===== config.mk =====
export PLATFORM = sky130hd
export DESIGN_NAME = bbs_slave
export DESIGN_NICKNAME = d
export VERILOG_FILES = /design/src/rtl/bbs_pkg.sv /design/src/rtl/bbs_addr_decode.sv /design/src/rtl/bbs_reg_bank.sv /design/src/rtl/bbs_read_ctrl.sv /design/src/rtl/bbs_slave.sv
export SDC_FILE = /design/constraint.sdc
export NUM_CORES = 2
export LEC_CHECK = 0
export CORE_UTILIZATION = 35
export CTS_CLUSTER_DIAMETER = 30
export DETAILED_ROUTE_END_ITERATION = 16
export GPL_ROUTABILITY_DRIVEN = 1
export PLACE_DENSITY = 0.56
export SLEW_MARGIN = 5
export SYNTH_ARGS = -nofsm -noshare
export SYNTH_HDL_FRONTEND = slang
export SYNTH_SLANG_ARGS = --single-unit

===== constraint.sdc =====
create_clock -name clk -period 7.5 [get_ports clk]
set_input_delay 0.75 -clock clk [delete_from_list [all_inputs] [get_ports clk]]
set_output_delay 0.75 -clock clk [all_outputs]
set_load 0.02 [all_outputs]

===== src/rtl/bbs_pkg.sv =====
package bbs_pkg;

    typedef enum logic [0:0] {
        ST_IDLE  = 1'b0,
        ST_DRIVE = 1'b1
    } drv_state_e;

endpackage


===== src/rtl/bbs_addr_decode.sv =====
module bbs_addr_decode #(
    parameter int ADDR_W = 16,
    parameter int SLOT_W = 5,
    parameter int DEV_W  = 3,
    parameter int REG_W  = 5
) (
    input  logic              clk,
    input  logic              rst_n,
    input  logic [SLOT_W-1:0] slot_id,
    input  logic [DEV_W-1:0]  dev_id,
    input  logic [ADDR_W-1:0] addr,
    output logic              wr_sel,
    output logic              rd_sel,
    output logic [REG_W-1:0]  reg_idx
);

    localparam int SLOT_LSB = ADDR_W - SLOT_W;
    localparam int DEV_LSB  = SLOT_LSB - DEV_W;
    localparam logic [SLOT_W-1:0] SLOT_ALL = '1;
    localparam logic [DEV_W-1:0]  DEV_ALL  = '0;

    logic [SLOT_W-1:0] my_slot;
    logic [DEV_W-1:0]  my_dev;
    logic [SLOT_W-1:0] a_slot;
    logic [DEV_W-1:0]  a_dev;
    logic              slot_eq;
    logic              dev_eq;

    // Identity is latched while reset is low and frozen afterwards.
    always_ff @(posedge clk) begin
        if (!rst_n) begin
            my_slot <= slot_id;
            my_dev  <= dev_id;
        end
    end

    always_comb begin
        a_slot  = addr[SLOT_LSB +: SLOT_W];
        a_dev   = addr[DEV_LSB +: DEV_W];
        reg_idx = addr[REG_W-1:0];
        slot_eq = (a_slot == my_slot);
        dev_eq  = (a_dev == my_dev);
        wr_sel  = (a_slot == SLOT_ALL) || (slot_eq && ((a_dev == DEV_ALL) || dev_eq));
        rd_sel  = slot_eq && dev_eq && (a_slot != SLOT_ALL) && (a_dev != DEV_ALL);
    end


    id_hold_chk: assert property (@(posedge clk) disable iff (!rst_n)
        $stable(my_slot) && $stable(my_dev));


    rd_not_bcast_chk: assert property (@(posedge clk) disable iff (!rst_n)
        (a_slot == SLOT_ALL) |-> !rd_sel);

endmodule


===== src/rtl/bbs_reg_bank.sv =====
module bbs_reg_bank #(
    parameter int DATA_W   = 64,
    parameter int NUM_REGS = 32,
    parameter int REG_W    = $clog2(NUM_REGS)
) (
    input  logic              clk,
    input  logic              rst_n,
    input  logic              we,
    input  logic [REG_W-1:0]  idx,
    input  logic [DATA_W-1:0] wdata,
    output logic [DATA_W-1:0] rd_word
);

    logic [DATA_W-1:0] regs [NUM_REGS];

    for (genvar g = 0; g < NUM_REGS; g++) begin : g_entry
        always_ff @(posedge clk) begin
            if (!rst_n) begin
                regs[g] <= '0;
            end else if (we && (idx == REG_W'(g))) begin
                regs[g] <= wdata;
            end
        end
    end

    always_comb begin
        rd_word = regs[idx];
    end


    write_lands_chk: assert property (@(posedge clk) disable iff (!rst_n)
        we |=> (regs[$past(idx)] == $past(wdata)));

endmodule


===== src/rtl/bbs_read_ctrl.sv =====
module bbs_read_ctrl
    import bbs_pkg::*;
#(
    parameter int DATA_W = 64
) (
    input  logic              clk,
    input  logic              rst_n,
    input  logic              rd_hit,
    input  logic [DATA_W-1:0] rd_word,
    output logic              oe,
    output logic [DATA_W-1:0] rdata
);

    drv_state_e state;
    drv_state_e nxt;

    always_ff @(posedge clk) begin
        if (!rst_n) begin
            state <= ST_IDLE;
        end else begin
            state <= nxt;
        end
    end

    always_comb begin
        nxt = state;
        unique case (state)
            ST_IDLE:  nxt = rd_hit ? ST_DRIVE : ST_IDLE;
            ST_DRIVE: nxt = rd_hit ? ST_DRIVE : ST_IDLE;
            default:  nxt = ST_IDLE;
        endcase
    end

    always_ff @(posedge clk) begin
        if (!rst_n) begin
            rdata <= '0;
        end else if (rd_hit) begin
            rdata <= rd_word;
        end else begin
            rdata <= '0;
        end
    end

    assign oe = (state == ST_DRIVE);


    oe_follow_chk: assert property (@(posedge clk) disable iff (!rst_n)
        rd_hit |=> oe);


    oe_drop_chk: assert property (@(posedge clk) disable iff (!rst_n)
        !rd_hit |=> !oe);

endmodule


===== src/rtl/bbs_slave.sv =====
module bbs_slave #(
    parameter int DATA_W   = 64,
    parameter int ADDR_W   = 16,
    parameter int NUM_REGS = 32,
    parameter int SLOT_W   = 5,
    parameter int DEV_W    = 3
) (
    input  logic              clk,
    input  logic              rst_n,
    input  logic [SLOT_W-1:0] slot_id,
    input  logic [DEV_W-1:0]  dev_id,
    input  logic [ADDR_W-1:0] bus_addr,
    input  logic              bus_wr,
    input  logic              bus_rd,
    input  logic [DATA_W-1:0] bus_wdata,
    output logic [DATA_W-1:0] bus_rdata,
    output logic              bus_oe
);

    localparam int REG_W    = $clog2(NUM_REGS);
    localparam int SLOT_LSB = ADDR_W - SLOT_W;

    logic             wr_sel;
    logic             rd_sel;
    logic [REG_W-1:0] reg_idx;
    logic [DATA_W-1:0] rd_word;
    logic             we;
    logic             rd_hit;

    bbs_addr_decode #(
        .ADDR_W (ADDR_W),
        .SLOT_W (SLOT_W),
        .DEV_W  (DEV_W),
        .REG_W  (REG_W)
    ) u_dec (
        .clk     (clk),
        .rst_n   (rst_n),
        .slot_id (slot_id),
        .dev_id  (dev_id),
        .addr    (bus_addr),
        .wr_sel  (wr_sel),
        .rd_sel  (rd_sel),
        .reg_idx (reg_idx)
    );

    // A write in the same cycle wins over a read.
    assign we     = bus_wr && wr_sel;
    assign rd_hit = bus_rd && !bus_wr && rd_sel;

    bbs_reg_bank #(
        .DATA_W   (DATA_W),
        .NUM_REGS (NUM_REGS),
        .REG_W    (REG_W)
    ) u_bank (
        .clk     (clk),
        .rst_n   (rst_n),
        .we      (we),
        .idx     (reg_idx),
        .wdata   (bus_wdata),
        .rd_word (rd_word)
    );

    bbs_read_ctrl #(
        .DATA_W (DATA_W)
    ) u_rctl (
        .clk     (clk),
        .rst_n   (rst_n),
        .rd_hit  (rd_hit),
        .rd_word (rd_word),
        .oe      (bus_oe),
        .rdata   (bus_rdata)
    );


    release_zero_chk: assert property (@(posedge clk) disable iff (!rst_n)
        !bus_oe |-> (bus_rdata == '0));


    drive_needs_read_chk: assert property (@(posedge clk) disable iff (!rst_n)
        bus_oe |-> $past(bus_rd && !bus_wr));


    bcast_read_quiet_chk: assert property (@(posedge clk) disable iff (!rst_n)
        (bus_rd && (bus_addr[SLOT_LSB +: SLOT_W] == '1)) |=> !bus_oe);

endmodule


# Word level (Yosys, flattened, before mapping)
# Memories as Yosys holds them, arrays and structs flattened. A register that Yosys moved wholly into a read port is not among the register bits.
# Cells that the tools add are included.
# totals
input_bits	92
ff_bits	9
ramBits	2048
output_inout_bits	65
memories	1
# memory_table
name	words	width	read_ports	rd_ports_with_merged_regs	wr	line	rtl
u_bank.regs	32	64	1	1	32	bbs_reg_bank.sv:14	logic [DATA_W-1:0] regs [NUM_REGS];
# classes
reduce_logical	47
muxes	130
bitwise_logic	32
n_eq_ne	35
# op_table
op	count
$mux 64	32
$mux 1	98
$eq 5x5->1 const B	17
$eq 5x4->1 const B	8
$logic_and 1x1->1	39
$or 1x1->1	32
$eq 5x3->1 const B	4
$eq 5x2->1 const B	2
$eq 5x1->1 const B	1
$eq 5x5->1	1
$logic_not 5->1	1
$ne 5x5->1 const B	1
$eq 3x3->1	1
$logic_not 3->1	1
$reduce_bool 3->1	1
$logic_not 1->1	2
$logic_or 1x1->1	2
$reduce_and 2->1	1

# Depth between registers and ports, before layout
# depth
depth_word	10
depth_mapped	10
mapped_depth_nobuf	5

# Cells and area by module
# Synthesis repeated with hierarchy kept, for this count alone.
# unflattened
hier_cells	6178
hier_area_um2	94419.3
# modules_own_cells
module	cells_per_inst	instances	seq_area_each_um2	area_each_um2
bbs_reg_bank	6000	1	61499.0	92142.1
bbs_read_ctrl	144	1	1301.2	1846.8
bbs_addr_decode	32	1	240.2	414.1
bbs_slave	2	1	0.0	16.3

# Worst setup path after synthesis
# OpenSTA, ideal clock, no wires.
# synth_timing
kind	input port to flip-flop
start	in bus_addr[0]
end	mem u_bank.regs[1][0] (enable)
t_arrival_ns	4.939
cell_stages	7
path_slack_ns	2.058
setup_ns	0.503
path_buffers	4
required_ns	6.997
path_cell_list	buf_2 > buf_6 > buf_4 > buf_2 > nor2b_1 > nand3_1 > o211ai_1
# synth_rtl
item	line	rtl
start: declaration	bbs_slave.sv:12	input logic [ADDR_W-1:0] bus_addr,
end: declaration	bbs_reg_bank.sv:14	

==> impl_metrics.py <==
metrics = {
    "run_status": {
        "status": "finished, final reports clean",
    },
    "cts": {
        "cts_sinks": 2121,
        "htreeDepth": 5,
        "path_clk_slew_ns": 0.04,
        "clkLatencyLatePin_ns": 1.01,
        "cts_buffers": 453,
        "cts_setup_buffers": 0,
        "cts.hold.buffers_added": 0,
        "clockBufferDepth": 4,
        "tritoncts": "done",
        "cts_resized": 0,
        "root_buffer": "clkbuf_16",
    },
    "die": {
        "core_area_um2": 289000,
        "die_area_um2": 293000,
        "num_io_pins": 157,
        "fp.dieW_um": 541,
        "die_h_um": 541,
        "initial_utilization_pct": 35.3,
        "num_rows": 197,
    },
    "sta": {
        "tns_ns": 0,
        "fmax_mhz": 209,
        "hold_violations": 0,
        "worstMarginPinSlew_ns": 1.32,
        "slew_violations": 0,
        "skew_ns": 0.137,
        "finalSetupViolations": 0,
        "grt_setup_unrepaired": "no",
        "post-route-period-util_pct": 63.9,
        "layout_min_cycle_time_ns": 4.79,
        "fin_ws_ns": 2.71,
        "slew_headroom_pct": 11.8,
    },
    "critical_path": {
        "cp.required_ns": 8.07,
        "arrival_ns": 5.36,
        "startpoint_type": "flip-flop",
        "crit_fanout": 126,
        "end_kind": "flip-flop",
        "critPathKind": "reg2reg",
    },
    "synthesis": {
        "synth_fp_nets": 7200,
        "yosysWarningCount": 0,
        "ys_seq_elements": 2121,
        "synth_cell_types": 48,
        "synth_area_per_cell_um2": 14.3,
        "syn_inst": 7108,
        "synth-seq-area-share_pct": 62.0,
        "syn_area_um2": 102000,
    },
    "detailed_routing": {
        "first_pass_iters": 6,
        "via_count": 72100,
        "vias_per_cell": 6.50,
        "wl_per_cell_um": 32.7,
        "wl_um": 362000,
        "drc": 0,
        "drt_iter0_drc": 9313,
        "route.antenna.remaining_nets": 0,
    },
    "placement": {
        "gp_congestion": 0.778,
        "numPortBuffers": 153,
        "pre_cts_ws_ns": 2.09,
        "dp.cells": 10200,
        "hpwl_um": 180000,
    },
    "layout": {
        "layout.nets": 6897,
        "final_cells": 11100,
        "multi_input_area_um2": 34700,
        "n_fill_cell": 25800,
        "area_delta_synth_final_pct": 19.7,
        "final_core_util_pct": 42.2,
        "seqCellArea_um2": 63000,
        "drive_gt1_share_pct": 20.7,
    },
    "grt": {
        "grt_pass1_wl_um": 513000,
        "antenna_found_initial": 29,
        "grt_overflow": 0,
        "grt_max_degree": 265,
        "grt_pass1_vias": 71500,
        "grt_use_total_pct": 24.0,
    },
    "job": {
        "cap_violations": 0,
    },
    "power_and_ir_drop": {
        "p_leak_uw": 0.0373,
        "worst_ir_drop_vdd_v": 0.000231,
        "p_per_area_nw_per_um2": 295,
    },
    "min_path": {
        "hold_class": "in2reg",
    },
}
-- critical path, stage by stage, from the launching register on --
cell and delay [ns]:
edfxtp_1 0.41, and2_1 0.22, a21oi_1 0.24, o32ai_4 0.12, buf_4 0.26, o21ai_4 1.03, buf_12 0.44, buf_12 0.46
buf_4 0.77, a211oi_1 0.20
-- Yosys cell counts (all sizes together) --
cell type  number  share of area, %
a211oi       2062                15
edfxtp       2056                61
clkbuf        737               2.7
nand3         539               2.7
mux4          446               9.9
buf           352               1.7
a22o          148               1.3
mux2          102               1.1
nor2           94              0.35
o22ai          86              0.53
dfxtp          65               1.3
nor2b          65              0.40
nand2          60              0.22
a21oi          57              0.28
o21ai          43              0.21
nor3           38              0.19
a221oi         33              0.28
mux2i          28              0.28
a2111oi        26              0.23
o211ai         13             0.096
o2111ai        12              0.10
nor4           10             0.076
and2            7             0.043
and3            5             0.031
nand2b          5             0.031
xnor2           5             0.043
or2             2             0.012
a21boi          1            0.0074
and2b           1            0.0074
and3b           1            0.0086
and4            1            0.0086
and4b           1            0.0098
clkinv          1            0.0037
nand3b          1            0.0074
nand4           1            0.0062
nand4b          1            0.0086
o31ai           1            0.0074
o32ai           1             0.016
xor2            1            0.0086
-- final timing paths --
check                                   startpoint            endpoint  slack [ns]  depth (start not counted)
worst min-delay path                     dev_id[0]     u_dec.my_dev[0]        0.35                          1
worst max register to register     u_dec.my_dev[2]  u_bank.regs[24][8]        2.71                          9
worst max-delay path               u_dec.my_dev[2]  u_bank.regs[24][8]        2.71                          9
worst min register to register  u_bank.regs[0][25]    u_rctl.rdata[25]        0.77                          4
-- cell type report --
class                      count  area share [%]
sequential                  2121            51.7
multi-input combinational   3897            28.5
clock buffer                 550            9.79
tap                         3880            3.98
clock inverter               301            3.16
timing repair buffer         331            2.80
antenna                       19          0.0390
inverter                       1         0.00308
-- per-stage QoR --
stage / hold slack (ns) / power [µW] / area (µm²)
5_1_grt: 0.328 / 36700 / 122000
3_5_place_dp: 0.753 / 15700 / 106000
3_3_place_gp: 0.749 / 15600 / 106000
6_report: 0.349 / 36000 / 122000
4_1_cts: 0.303 / 36000 / 122000
2_1_floorplan: 0.702 / 14700 / 102000
-- cells in the final DEF, fill, tap and decap left out, drive strengths merged, types with 57 or more instances in the layout --
cell / instances
bufinv: 74
nor2: 94
edfxtp: 2056
a22o: 148
nand3: 539
clkdlybuf4s50: 148
a211oi: 2062
nand2: 60
dfxtp: 65
o22ai: 86
buf: 183
mux2: 102
clkinv: 183
a21oi: 57
nor2b: 65
clkbuf: 550
mux4: 446
-- layer usage --
metal	global-route usage [%]	share of wire [%]	vias up
li1	-	-	29600
met1	32.0	39	37100
met2	37.8	46	4600
met3	5.34	11	791
met4	9.68	4.0	14
met5	0	0.024	-
-- registers in the layout, indices dropped and copies added (netlist names) --
name and count:
u_rctl.rdata 64, u_rctl.oe 1, u_dec.my_slot 5, u_bank.regs 2048, u_dec.my_dev 3
-- logic make-up (layout without fill, tap and decap cells) --
| kind of cell | after synthesis | after routing | share of synthesized area (%) |
|---|---|---|---|
| XOR/XNOR | 6 | 6 | 0.0516 |
| other | 0 | 19 | 0 |
| multiplexers | 576 | 576 | 11.3 |
| AO/OA/AOI/OAI | 2483 | 2483 | 18.3 |
| buffers and inverters | 1090 | 1183 | 4.41 |
| flip-flops | 2121 | 2121 | 62.0 |
| AND/OR/NAND/NOR | 832 | 832 | 4.06 |
-- power breakdown --
part,switching [µW],internal [µW]
combinational,1590,530
clock,6680,13800
sequential,72.8,13300
total,8350,27600
No activity file was read; power rests on OpenSTA's default activity.
